<file path="src/rtl/boot_fetch_pkg.sv">
package boot_fetch_pkg;

    localparam int NUM_TRIES = 4;

    typedef enum logic [3:0] {
        ST_IDLE, ST_HDR, ST_SIG0, ST_SIG1, ST_SKIP, ST_EXT,
        ST_LENH, ST_LENL, ST_DATA, ST_GAP, ST_DONE, ST_FAIL
    } fetch_state_e;

    typedef enum logic [1:0] {PH_IDLE, PH_LOW, PH_HIGH} sck_phase_e;

    function automatic logic [7:0] try_opcode(input logic [1:0] att);
        case (att)
            2'd0, 2'd1: try_opcode = 8'h03;
            2'd2:       try_opcode = 8'h0B;
            default:    try_opcode = 8'hE8;
        endcase
    endfunction

    function automatic logic [2:0] try_dummies(input logic [1:0] att);
        case (att)
            2'd0:    try_dummies = 3'd0;
            2'd1:    try_dummies = 3'd1;
            2'd2:    try_dummies = 3'd2;
            default: try_dummies = 3'd5;
        endcase
    endfunction

endpackage

</file>
<file path="src/rtl/boot_spi_byte.sv">
module boot_spi_byte
    import boot_fetch_pkg::*;
#(
    parameter int HALF_PERIOD = 2
) (
    input  logic       clk,
    input  logic       rst_n,
    input  logic       go,
    input  logic [7:0] tx_byte,
    input  logic       miso,
    output logic       sck,
    output logic       mosi,
    output logic       rx_done,
    output logic [7:0] rx_byte
);

    localparam int CW = $clog2(HALF_PERIOD + 1);

    typedef struct packed {
        sck_phase_e    phase;
        logic [CW-1:0] cnt;
        logic [2:0]    bitn;
        logic [7:0]    sh;
        logic [7:0]    rx;
        logic          done;
    } eng_t;

    eng_t q, d;

    always_comb begin
        d      = q;
        d.done = 1'b0;
        case (q.phase)
            PH_IDLE: begin
                if (go) begin
                    d.sh    = tx_byte;
                    d.bitn  = '0;
                    d.cnt   = '0;
                    d.phase = PH_LOW;
                end
            end
            PH_LOW: begin
                if (q.cnt == CW'(HALF_PERIOD - 1)) begin
                    d.cnt   = '0;
                    d.phase = PH_HIGH;
                    d.rx    = {q.rx[6:0], miso};
                end else begin
                    d.cnt = q.cnt + 1'b1;
                end
            end
            default: begin
                if (q.cnt == CW'(HALF_PERIOD - 1)) begin
                    d.cnt = '0;
                    if (q.bitn == 3'd7) begin
                        d.phase = PH_IDLE;
                        d.done  = 1'b1;
                    end else begin
                        d.bitn  = q.bitn + 1'b1;
                        d.sh    = {q.sh[6:0], 1'b0};
                        d.phase = PH_LOW;
                    end
                end else begin
                    d.cnt = q.cnt + 1'b1;
                end
            end
        endcase
    end

    always_ff @(posedge clk or negedge rst_n) begin
        if (!rst_n) begin
            q <= '{phase: PH_IDLE, cnt: '0, bitn: '0, sh: '0, rx: '0, done: 1'b0};
        end else begin
            q <= d;
        end
    end

    assign sck     = (q.phase != PH_LOW);
    assign mosi    = q.sh[7];
    assign rx_done = q.done;
    assign rx_byte = q.rx;

endmodule

</file>
<file path="src/rtl/boot_word_packer.sv">
module boot_word_packer #(
    parameter int RAM_AW = 15
) (
    input  logic              clk,
    input  logic              rst_n,
    input  logic              clear,
    input  logic              byte_v,
    input  logic [7:0]        byte_in,
    input  logic              last,
    output logic              we,
    output logic [RAM_AW-1:0] addr,
    output logic [31:0]       wdata
);

    typedef struct packed {
        logic [1:0]        lane;
        logic [31:0]       word;
        logic [RAM_AW-1:0] ptr;
        logic              we;
        logic [RAM_AW-1:0] waddr;
        logic [31:0]       wdata;
    } pack_t;

    pack_t q, d;
    logic [31:0] merged;

    always_comb begin
        d      = q;
        d.we   = 1'b0;
        merged = q.word;
        merged[{q.lane, 3'b000} +: 8] = byte_in;
        if (clear) begin
            d.lane = '0;
            d.word = '0;
            d.ptr  = '0;
        end else if (byte_v) begin
            if (q.lane == 2'd3 || last) begin
                d.we    = 1'b1;
                d.wdata = merged;
                d.waddr = q.ptr;
                d.ptr   = q.ptr + 1'b1;
                d.word  = '0;
                d.lane  = '0;
            end else begin
                d.word = merged;
                d.lane = q.lane + 1'b1;
            end
        end
    end

    always_ff @(posedge clk or negedge rst_n) begin
        if (!rst_n) begin
            q <= '0;
        end else begin
            q <= d;
        end
    end

    assign we    = q.we;
    assign addr  = q.waddr;
    assign wdata = q.wdata;

endmodule

</file>
<file path="src/rtl/spi_boot_fetch.sv">
module spi_boot_fetch
    import boot_fetch_pkg::*;
#(
    parameter int HALF_PERIOD = 2,
    parameter int GAP_CYCLES  = 4,
    parameter int EXT_BYTES   = 65536,
    parameter int RAM_AW      = 15
) (
    input  logic              clk,
    input  logic              rst_n,
    input  logic              start,
    output logic              spi_sck,
    output logic              spi_cs_n,
    output logic              spi_mosi,
    input  logic              spi_miso,
    output logic              ram_we,
    output logic [RAM_AW-1:0] ram_addr,
    output logic [31:0]       ram_wdata,
    output logic              done,
    output logic              fail
);

    localparam int LEN_W = $clog2(EXT_BYTES + 65536);
    localparam int GW    = $clog2(GAP_CYCLES + 1);

    typedef struct packed {
        fetch_state_e   st;
        logic [1:0]     att;
        logic [3:0]     idx;
        logic [7:0]     len_hi;
        logic           ext;
        logic [LEN_W-1:0] remain;
        logic [GW-1:0]  gap;
        logic           go;
        logic [7:0]     tx;
        logic           cs_n;
        logic           done;
        logic           fail;
    } ctl_t;

    ctl_t q, d;

    logic             rx_done;
    logic [7:0]       rx_byte;
    logic             launch;
    logic             byte_v;
    logic             last_byte;
    logic [LEN_W-1:0] full_len;

    assign launch    = start && (q.st == ST_IDLE || q.st == ST_DONE || q.st == ST_FAIL);
    assign byte_v    = rx_done && (q.st == ST_DATA);
    assign last_byte = (q.remain == LEN_W'(1));
    assign full_len  = LEN_W'({q.len_hi, rx_byte}) + (q.ext ? LEN_W'(EXT_BYTES) : '0);

    always_comb begin
        d    = q;
        d.go = 1'b0;
        if (launch) begin
            d.att  = '0;
            d.idx  = '0;
            d.cs_n = 1'b0;
            d.go   = 1'b1;
            d.tx   = try_opcode(2'd0);
            d.st   = ST_HDR;
            d.done = 1'b0;
            d.fail = 1'b0;
        end else begin
            case (q.st)
                ST_HDR: if (rx_done) begin
                    d.go = 1'b1;
                    d.tx = 8'h00;
                    if (q.idx == 4'd2 + {1'b0, try_dummies(q.att)}) begin
                        d.st = ST_SIG0;
                    end else begin
                        d.idx = q.idx + 1'b1;
                    end
                end
                ST_SIG0, ST_SIG1: if (rx_done) begin
                    if (rx_byte == ((q.st == ST_SIG0) ? 8'h70 : 8'h50)) begin
                        d.go  = 1'b1;
                        d.idx = '0;
                        d.st  = (q.st == ST_SIG0) ? ST_SIG1 : ST_SKIP;
                    end else begin
                        d.cs_n = 1'b1;
                        d.gap  = '0;
                        if (q.att == 2'(NUM_TRIES - 1)) begin
                            d.st   = ST_FAIL;
                            d.fail = 1'b1;
                        end else begin
                            d.att = q.att + 1'b1;
                            d.st  = ST_GAP;
                        end
                    end
                end
                ST_SKIP: if (rx_done) begin
                    d.go = 1'b1;
                    if (q.idx == 4'd2) d.st = ST_EXT;
                    else               d.idx = q.idx + 1'b1;
                end
                ST_EXT: if (rx_done) begin
                    d.ext = (rx_byte == 8'h01);
                    d.go  = 1'b1;
                    d.st  = ST_LENH;
                end
                ST_LENH: if (rx_done) begin
                    d.len_hi = rx_byte;
                    d.go     = 1'b1;
                    d.st     = ST_LENL;
                end
                ST_LENL: if (rx_done) begin
                    if (full_len == '0) begin
                        d.cs_n = 1'b1;
                        d.done = 1'b1;
                        d.st   = ST_DONE;
                    end else begin
                        d.remain = full_len;
                        d.go     = 1'b1;
                        d.st     = ST_DATA;
                    end
                end
                ST_DATA: if (rx_done) begin
                    if (last_byte) begin
                        d.cs_n = 1'b1;
                        d.done = 1'b1;
                        d.st   = ST_DONE;
                    end else begin
                        d.remain = q.remain - 1'b1;
                        d.go     = 1'b1;
                    end
                end
                ST_GAP: begin
                    if (q.gap == GW'(GAP_CYCLES - 1)) begin
                        d.cs_n = 1'b0;
                        d.idx  = '0;
                        d.go   = 1'b1;
                        d.tx   = try_opcode(q.att);
                        d.st   = ST_HDR;
                    end else begin
                        d.gap = q.gap + 1'b1;
                    end
                end
                default: ;
            endcase
        end
    end

    always_ff @(posedge clk or negedge rst_n) begin
        if (!rst_n) begin
            q <= '{st: ST_IDLE, att: '0, idx: '0, len_hi: '0, ext: 1'b0,
                   remain: '0, gap: '0, go: 1'b0, tx: '0, cs_n: 1'b1,
                   done: 1'b0, fail: 1'b0};
        end else begin
            q <= d;
        end
    end

    boot_spi_byte #(.HALF_PERIOD(HALF_PERIOD)) i_byte (
        .clk     (clk),
        .rst_n   (rst_n),
        .go      (q.go),
        .tx_byte (q.tx),
        .miso    (spi_miso),
        .sck     (spi_sck),
        .mosi    (spi_mosi),
        .rx_done (rx_done),
        .rx_byte (rx_byte)
    );

    boot_word_packer #(.RAM_AW(RAM_AW)) i_pack (
        .clk     (clk),
        .rst_n   (rst_n),
        .clear   (launch),
        .byte_v  (byte_v),
        .byte_in (rx_byte),
        .last    (last_byte),
        .we      (ram_we),
        .addr    (ram_addr),
        .wdata   (ram_wdata)
    );

    assign spi_cs_n = q.cs_n;
    assign done     = q.done;
    assign fail     = q.fail;

endmodule

</file>
<file path="config.mk">
export PLATFORM = sky130hd
export DESIGN_NAME = spi_boot_fetch
export DESIGN_NICKNAME = d
export VERILOG_FILES = /design/src/rtl/boot_fetch_pkg.sv /design/src/rtl/boot_spi_byte.sv /design/src/rtl/boot_word_packer.sv /design/src/rtl/spi_boot_fetch.sv
export SDC_FILE = /design/constraint.sdc
export NUM_CORES = 1
export LEC_CHECK = 0
export CAP_MARGIN = 10
export CORE_AREA = 2 2 149 151
export CTS_CLUSTER_DIAMETER = 120
export DETAILED_ROUTE_END_ITERATION = 10
export DIE_AREA = 0 0 151 153
export HOLD_SLACK_MARGIN = 0.1
export PLACE_DENSITY_LB_ADDON = 0.08
export REMOVE_ABC_BUFFERS = 1
export SLEW_MARGIN = 20
export SYNTH_ARGS = -nofsm -noshare
export SYNTH_HDL_FRONTEND = slang
export SYNTH_SLANG_ARGS = --single-unit
</file>
<file path="constraint.sdc">
create_clock -name clk -period 2.5 [get_ports clk]
set_input_delay 0.5 -clock clk [delete_from_list [all_inputs] [get_ports clk]]
set_output_delay 0.5 -clock clk [all_outputs]
set_load 0.02 [all_outputs]
</file>
Word-level counts from Yosys, hierarchy flattened

Index checks and enable logic that the tools add are counted.

$add $sub $neg: 11
Equality and inequality tests: 53
Shifts and indexed selects: 2
Mux-type cells: 84
Bitwise logic cells: 2
Reductions and logical operators: 42

Operators by type and width:

| cell                   | number |
|---|---|
| $mux 97                | 1 |
| $mux 17                | 5 |
| $mux 4                 | 18 |
| $mux 63                | 1 |
| $mux 49                | 1 |
| $mux 48                | 1 |
| $mux 34                | 1 |
| $pmux 17 s2            | 1 |
| $bwmux 32              | 1 |
| $pmux 4 s8             | 1 |
| $pmux 8 s2             | 2 |
| $shift 8x7->32 const A | 1 |
| $shiftx 8x7->32        | 1 |
| $mux 10                | 3 |
| $mux 2                 | 12 |
| $ne 3x1->1 const B     | 8 |
| $ne 3x2->1 const B     | 8 |
| $mux 11                | 2 |
| $pmux 11 s2            | 1 |
| $mux 3                 | 6 |
| $add 16x17->17         | 1 |
| $eq 17x1->1 const B    | 1 |
| $logic_not 17->1       | 1 |
| $sub 17x1->17 const B  | 1 |
| 49 further kinds       | 115 |

Bits in registers: 172
Logic and storage cells: 218

Longest topological paths before layout

Word-level depth: 11
Mapped depth: 10
Mapped depth without buffers: 8

Hierarchy

A second synthesis with hierarchy kept.

Cells, all modules: 869
Area, all modules: 8665.8 µm²

Modules (own cells, without submodules):

| module           | instances | cells an instance | area each (µm²) | seq. area each (µm²) |
|---|---|---|---|---|
| boot_word_packer | 1         | 438               | 4536.9          | 2427.3 |
| spi_boot_fetch   | 1         | 350               | 2994.1          | 1152.4 |
| boot_spi_byte    | 1         | 81                | 1134.8          | 600.6 |

Worst setup path before layout

OpenSTA, ideal clock, no wires.

Kind: register to register
From: reg q[45] in the netlist's numbering
To: reg q[50] in the netlist's numbering
Setup time: 124 ps
Arrival time: 2247 ps
Data required time: 2376 ps
Slack: 129 ps
Cell stages (with the launch flop): 9
Path buffers: 0
Cell sequence: dfrtp_1 > inv_1 > ha_1 > or4bb_1 > o311ai_0 > a22oi_1 > or3_1 > or2_1 > o31a_1

Longest elaborated chain between the ends: 9
Elaborated cells between the ends (all ways): 11

Ends and longest elaborated chain:

| element                            | RTL line              | RTL |
|---|---|---|
| start: declaration                 | spi_boot_fetch.sv:41  | `ctl_t q, d;` |
| start signal: assignment           | spi_boot_fetch.sv:149 | `q <= '{st: ST_IDLE, att: '0, idx: '0, len_hi: '0, ext: 1'b0,` |
| $eq 2x2->1 (tied with other cells) | boot_fetch_pkg.sv:21  | `case (att)` |
| $pmux 3 s3 (*)                     | boot_fetch_pkg.sv:21  |  |
| $mux 3 (*)                         | spi_boot_fetch.sv:69  | `ST_HDR: if (rx_done) begin` |
| $mux 3 (*)                         | spi_boot_fetch.sv:68  | `case (q.st)` |
| $mux 3 (*)                         | spi_boot_fetch.sv:58  | `if (launch) begin` |
| $add 2x3->4 (*)                    | spi_boot_fetch.sv:72  | `if (q.idx == 4'd2 + {1'b0, try_dummies(q.att)}) begin` |
| $eq 4x4->1 (*)                     | spi_boot_fetch.sv:72  |  |
| $ne 3x2->1 (no line) (*)           | n/a                   |  |
| $reduce_and 12->1 (no line) (*)    | n/a                   |  |

Mark *: on every way between the ends. The rest lies on a longest branch, timed or not. The select of a mux whose other input is x is not followed.
A chain may end at the register's enable or synchronous reset.

Worst setup path after layout

Same ends and word-level chain as after synthesis.

==> impl_metrics.csv <==
group,metric,value,unit
run_status,status,"completed",
logic_synthesis,syn_area,8514,sq um
logic_synthesis,synth_top_area_share,48.79,%
setup_path,crit_family,"simple AND/OR/NAND/NOR gates",
setup_path,timing.critical_path.buf_inv,2,
die,fp.dieW,151,microns
die,die_y,153,microns
timing,max_freq,412.6,MHz
routing,route.met3.wl,705,microns
clocking,cts-buffers-inserted,17,
worst_hold_path,whs_path_depth,2,
logic_synthesis,synth_seq_cells,167,
die,io_pins,57,
clocking,h-tree-depth,4,
global_routing,first_global_vias,6637,
global_routing,antenna_found_initial,0,
clocking,cts_tree,"done",
setup_path,crit_path_max_incr_delay,490,ps
routing,drt_iter0_drc,573,
die,row_count,54,
placed_design,place_inst,1208,
timing,drv_slew,0,
layout,fin_util,46.87,%
routing,drc,0,
routing,wl,20610,microns
power_and_ir_drop,power_density,545.5,nW/um^2
clocking,cts_num_sinks,167,
die,die-area,23100,sq um
setup_path,required,2810,ps
global_routing,grt_max_degree,70,
setup_path,worst-setup-path-type,"flip-flop to flip-flop",
logic_synthesis,synthTopCellsByCount,"dfrtp_1 (166), nand2_1 (137), o21ai_0 (89), a21oi_1 (58), buf_4 (48)",
job,drv_cap,0,
die,core-area,21490,sq um
routing,met1_length,9706,microns
timing,setup_violations,0,
layout,fillerInstances,2049,
timing,hold_viol,0,
layout,drive_gt1_share,15.38,%
routing,routed.top_layer,"met4",
timing,finalCritPeriodShare,96.94,%
clocking,clk_pin_slew,70,ps
timing,clock_skew,10.46,ps
placed_design,place_hpwl,14330,microns
setup_path,start_kind,"flip-flop",
worst_hold_path,hold_class,"flip-flop to flip-flop",
logic_synthesis,ys_async_sr_fraction,100.0,%
layout,instances_no_fill,1242,
clocking,cts_root_buffer,"clkbuf_16",
timing,grt_setup_unrepaired,"true",
timing,worst_slew_pin_slew,791.0,ps
routing,viasPerCell,5.417,
setup_path,crit_path_max_fanout,4,
die,initial_utilization,39.63,%
placed_design,gp_congestion,0.8795,
power_and_ir_drop,ir_worst_vdd,0.4409,mV
logic_synthesis,synth_cell_types,70,
routing,final_antenna_net_count,0,
logic_synthesis,seq_area_frac_synth,49.10,%
logic_synthesis,synth_edf_count,0,
logic_synthesis,ys.flop_type,"dfrtp_1",
layout,antennaDiodeCount,0,
setup_path,path_cells,"inv_1 -> ha_2 -> or4bb_1 -> o311ai_2 -> buf_4 -> a22oi_2 -> or3_4 -> or2_4 -> o31a_1",
placed_design,io_buffers,56,
global_routing,grt_usage,18.91,%
routing,firstDrtPassIters,5,
setup_path,end_kind,"flip-flop",
logic_synthesis,yosysWarnings,0,
routing,wl_per_cell,16.59,microns
timing,relSlewSlack,47.26,%
logic_synthesis,yosysTopAreaCell,"dfrtp_1",
setup_path,cp_slowest_cell,"or4bb_1",
power_and_ir_drop,p_leak,4.409,nW
setup_path,path_depth,9,
logic_synthesis,synthCells,904,
logic_synthesis,yosysMostFrequentCell,"dfrtp_1",
logic_synthesis,synth.avg_cell_area,9.419,sq um
layout,syn_to_final_growth,18.27,%
clocking,clock_path_buffers,2,
timing,tns,0,ps
setup_path,critPathArrivalTime,2730,ps
layout,nNetsFinal,971,
setup_path,worstRegToRegCells,9,
routing,vias,6728,
logic_synthesis,synth_area_leaders,"dfrtp_1 (49%), nand2_1 (6.0%), o21ai_0 (5.2%)",
global_routing,grt_pass1_wl,34820,microns
routing,wl_met2,9831,microns
clocking,insertion_delay,430,ps
global_routing,overflow,0,
timing,layout_min_cycle_time,2424,ps
final cells by class:
class / instances / area [sq um] / share of cell area, %
Clock inverter: 14 / 140.1 / 1.392
Timing Repair Buffer: 127 / 1147 / 11.39
Multi-Input combinational cell: 620 / 3762 / 37.36
Inverter: 17 / 63.81 / 0.6337
Clock buffer: 17 / 425.4 / 4.225
Sequential cell: 167 / 4180 / 41.51
Tap cell: 280 / 350.3 / 3.479
worst min-delay path: stages, from the launching register on:
cell and delay [ps]:
dfrtp_1 340, nand2_1 50, nand2_1 50
routing by layer:
layer	GRT usage [%]	vias up
met5	0	-
met4	5.874	0
met3	3.164	26
met2	30.41	148
met1	26.14	3310
li1	-	3244
worst paths after layout:
check,startpoint,end,slack (ps)
worst max register to register,q[45]$_DFFE_PN0P_,q[50]$_DFFE_PN0P_,80
min in group asynchronous,rst_n,i_pack.wdata[17]$_DFFE_PN0P_,600
worst min-delay path,i_pack.addr[9]$_DFFE_PN0P_,i_pack.addr[9]$_DFFE_PN0P_,470
max in group asynchronous,rst_n,spi_cs_n$_DFFE_PN1P_,1120
worst min register to register,i_pack.addr[9]$_DFFE_PN0P_,i_pack.addr[9]$_DFFE_PN0P_,470
worst max-delay path,q[45]$_DFFE_PN0P_,q[50]$_DFFE_PN0P_,80
power by group:
group | total [W] | switching [W] | internal [W]
registers | 0.00275 | 0.0000215 | 0.00272
logic | 0.000185 | 0.000124 | 0.0000612
clock network | 0.00256 | 0.00117 | 0.00139
cell usage in the layout, fill, tap and decap left out, drive strengths merged, types with 5 or more instances in the layout:
cell           netlist  layout
dfrtp              166     166
nand2              137     137
o21ai              100     100
buf                 60      71
a21oi               59      59
clkdlybuf4s50        0      55
nor2b               47      47
nor2                44      44
a22o                36      36
inv                 17      23
mux2                17      17
clkbuf              40      17
ha                  17      17
nand3               15      15
nor3                12      12
and3                11      11
a31oi                9       9
nand4                8       8
o31ai                7       7
or4                  7       7
a22oi                6       6
nor4                 6       6
nand2b               5       5
o22ai                5       5
or2                  5       5
timing repair:
action	in CTS	in global routing
endpoints found under the setup margin	1	17
endpoints found under the hold margin	53	0
gates cloned	0	0
hold buffers	1	0
gates resized for setup	0	10
buffers inserted	1	1
pin swaps	0	4
stage by stage:
stage               total power, W  instance area [sq um]  worst slack [ps]  hold WS, ps
floorplan                 0.002848                   7950             -2441        204.4
global placement          0.002981                   9437             29.13        457.7
detailed placement        0.002986                   9437            -18.09        464.7
CTS                       0.005575                  10020             4.670        480.8
global route              0.005730                  10070            -61.04        496.3
finish                    0.005493                  10070             76.45        472.4
cell families (layout without fill, tap and decap cells):
family	after synthesis	in the layout	share of synthesized area [%]
AO/OA/AOI/OAI	258	258	18.93
XOR/XNOR	5	5	0.5144
adder cells (fa/ha/maj)	17	17	2.498
buffers and inverters	117	175	7.377
flip-flops	167	167	49.10
multiplexers	21	21	2.719
AND/OR/NAND/NOR	319	319	18.87
state kept, by name (all words and copies together) (netlist names):
signal / flops
i_byte.q: 14
i_byte.mosi: 1
i_pack.we: 1
q: 43
i_pack.wdata: 32
i_byte.rx_done: 1
i_byte.rx_byte: 8
fail: 1
i_pack.addr: 15
done: 1
i_pack.q: 49
spi_cs_n: 1
No activity file was read; power rests on OpenSTA's default activity.
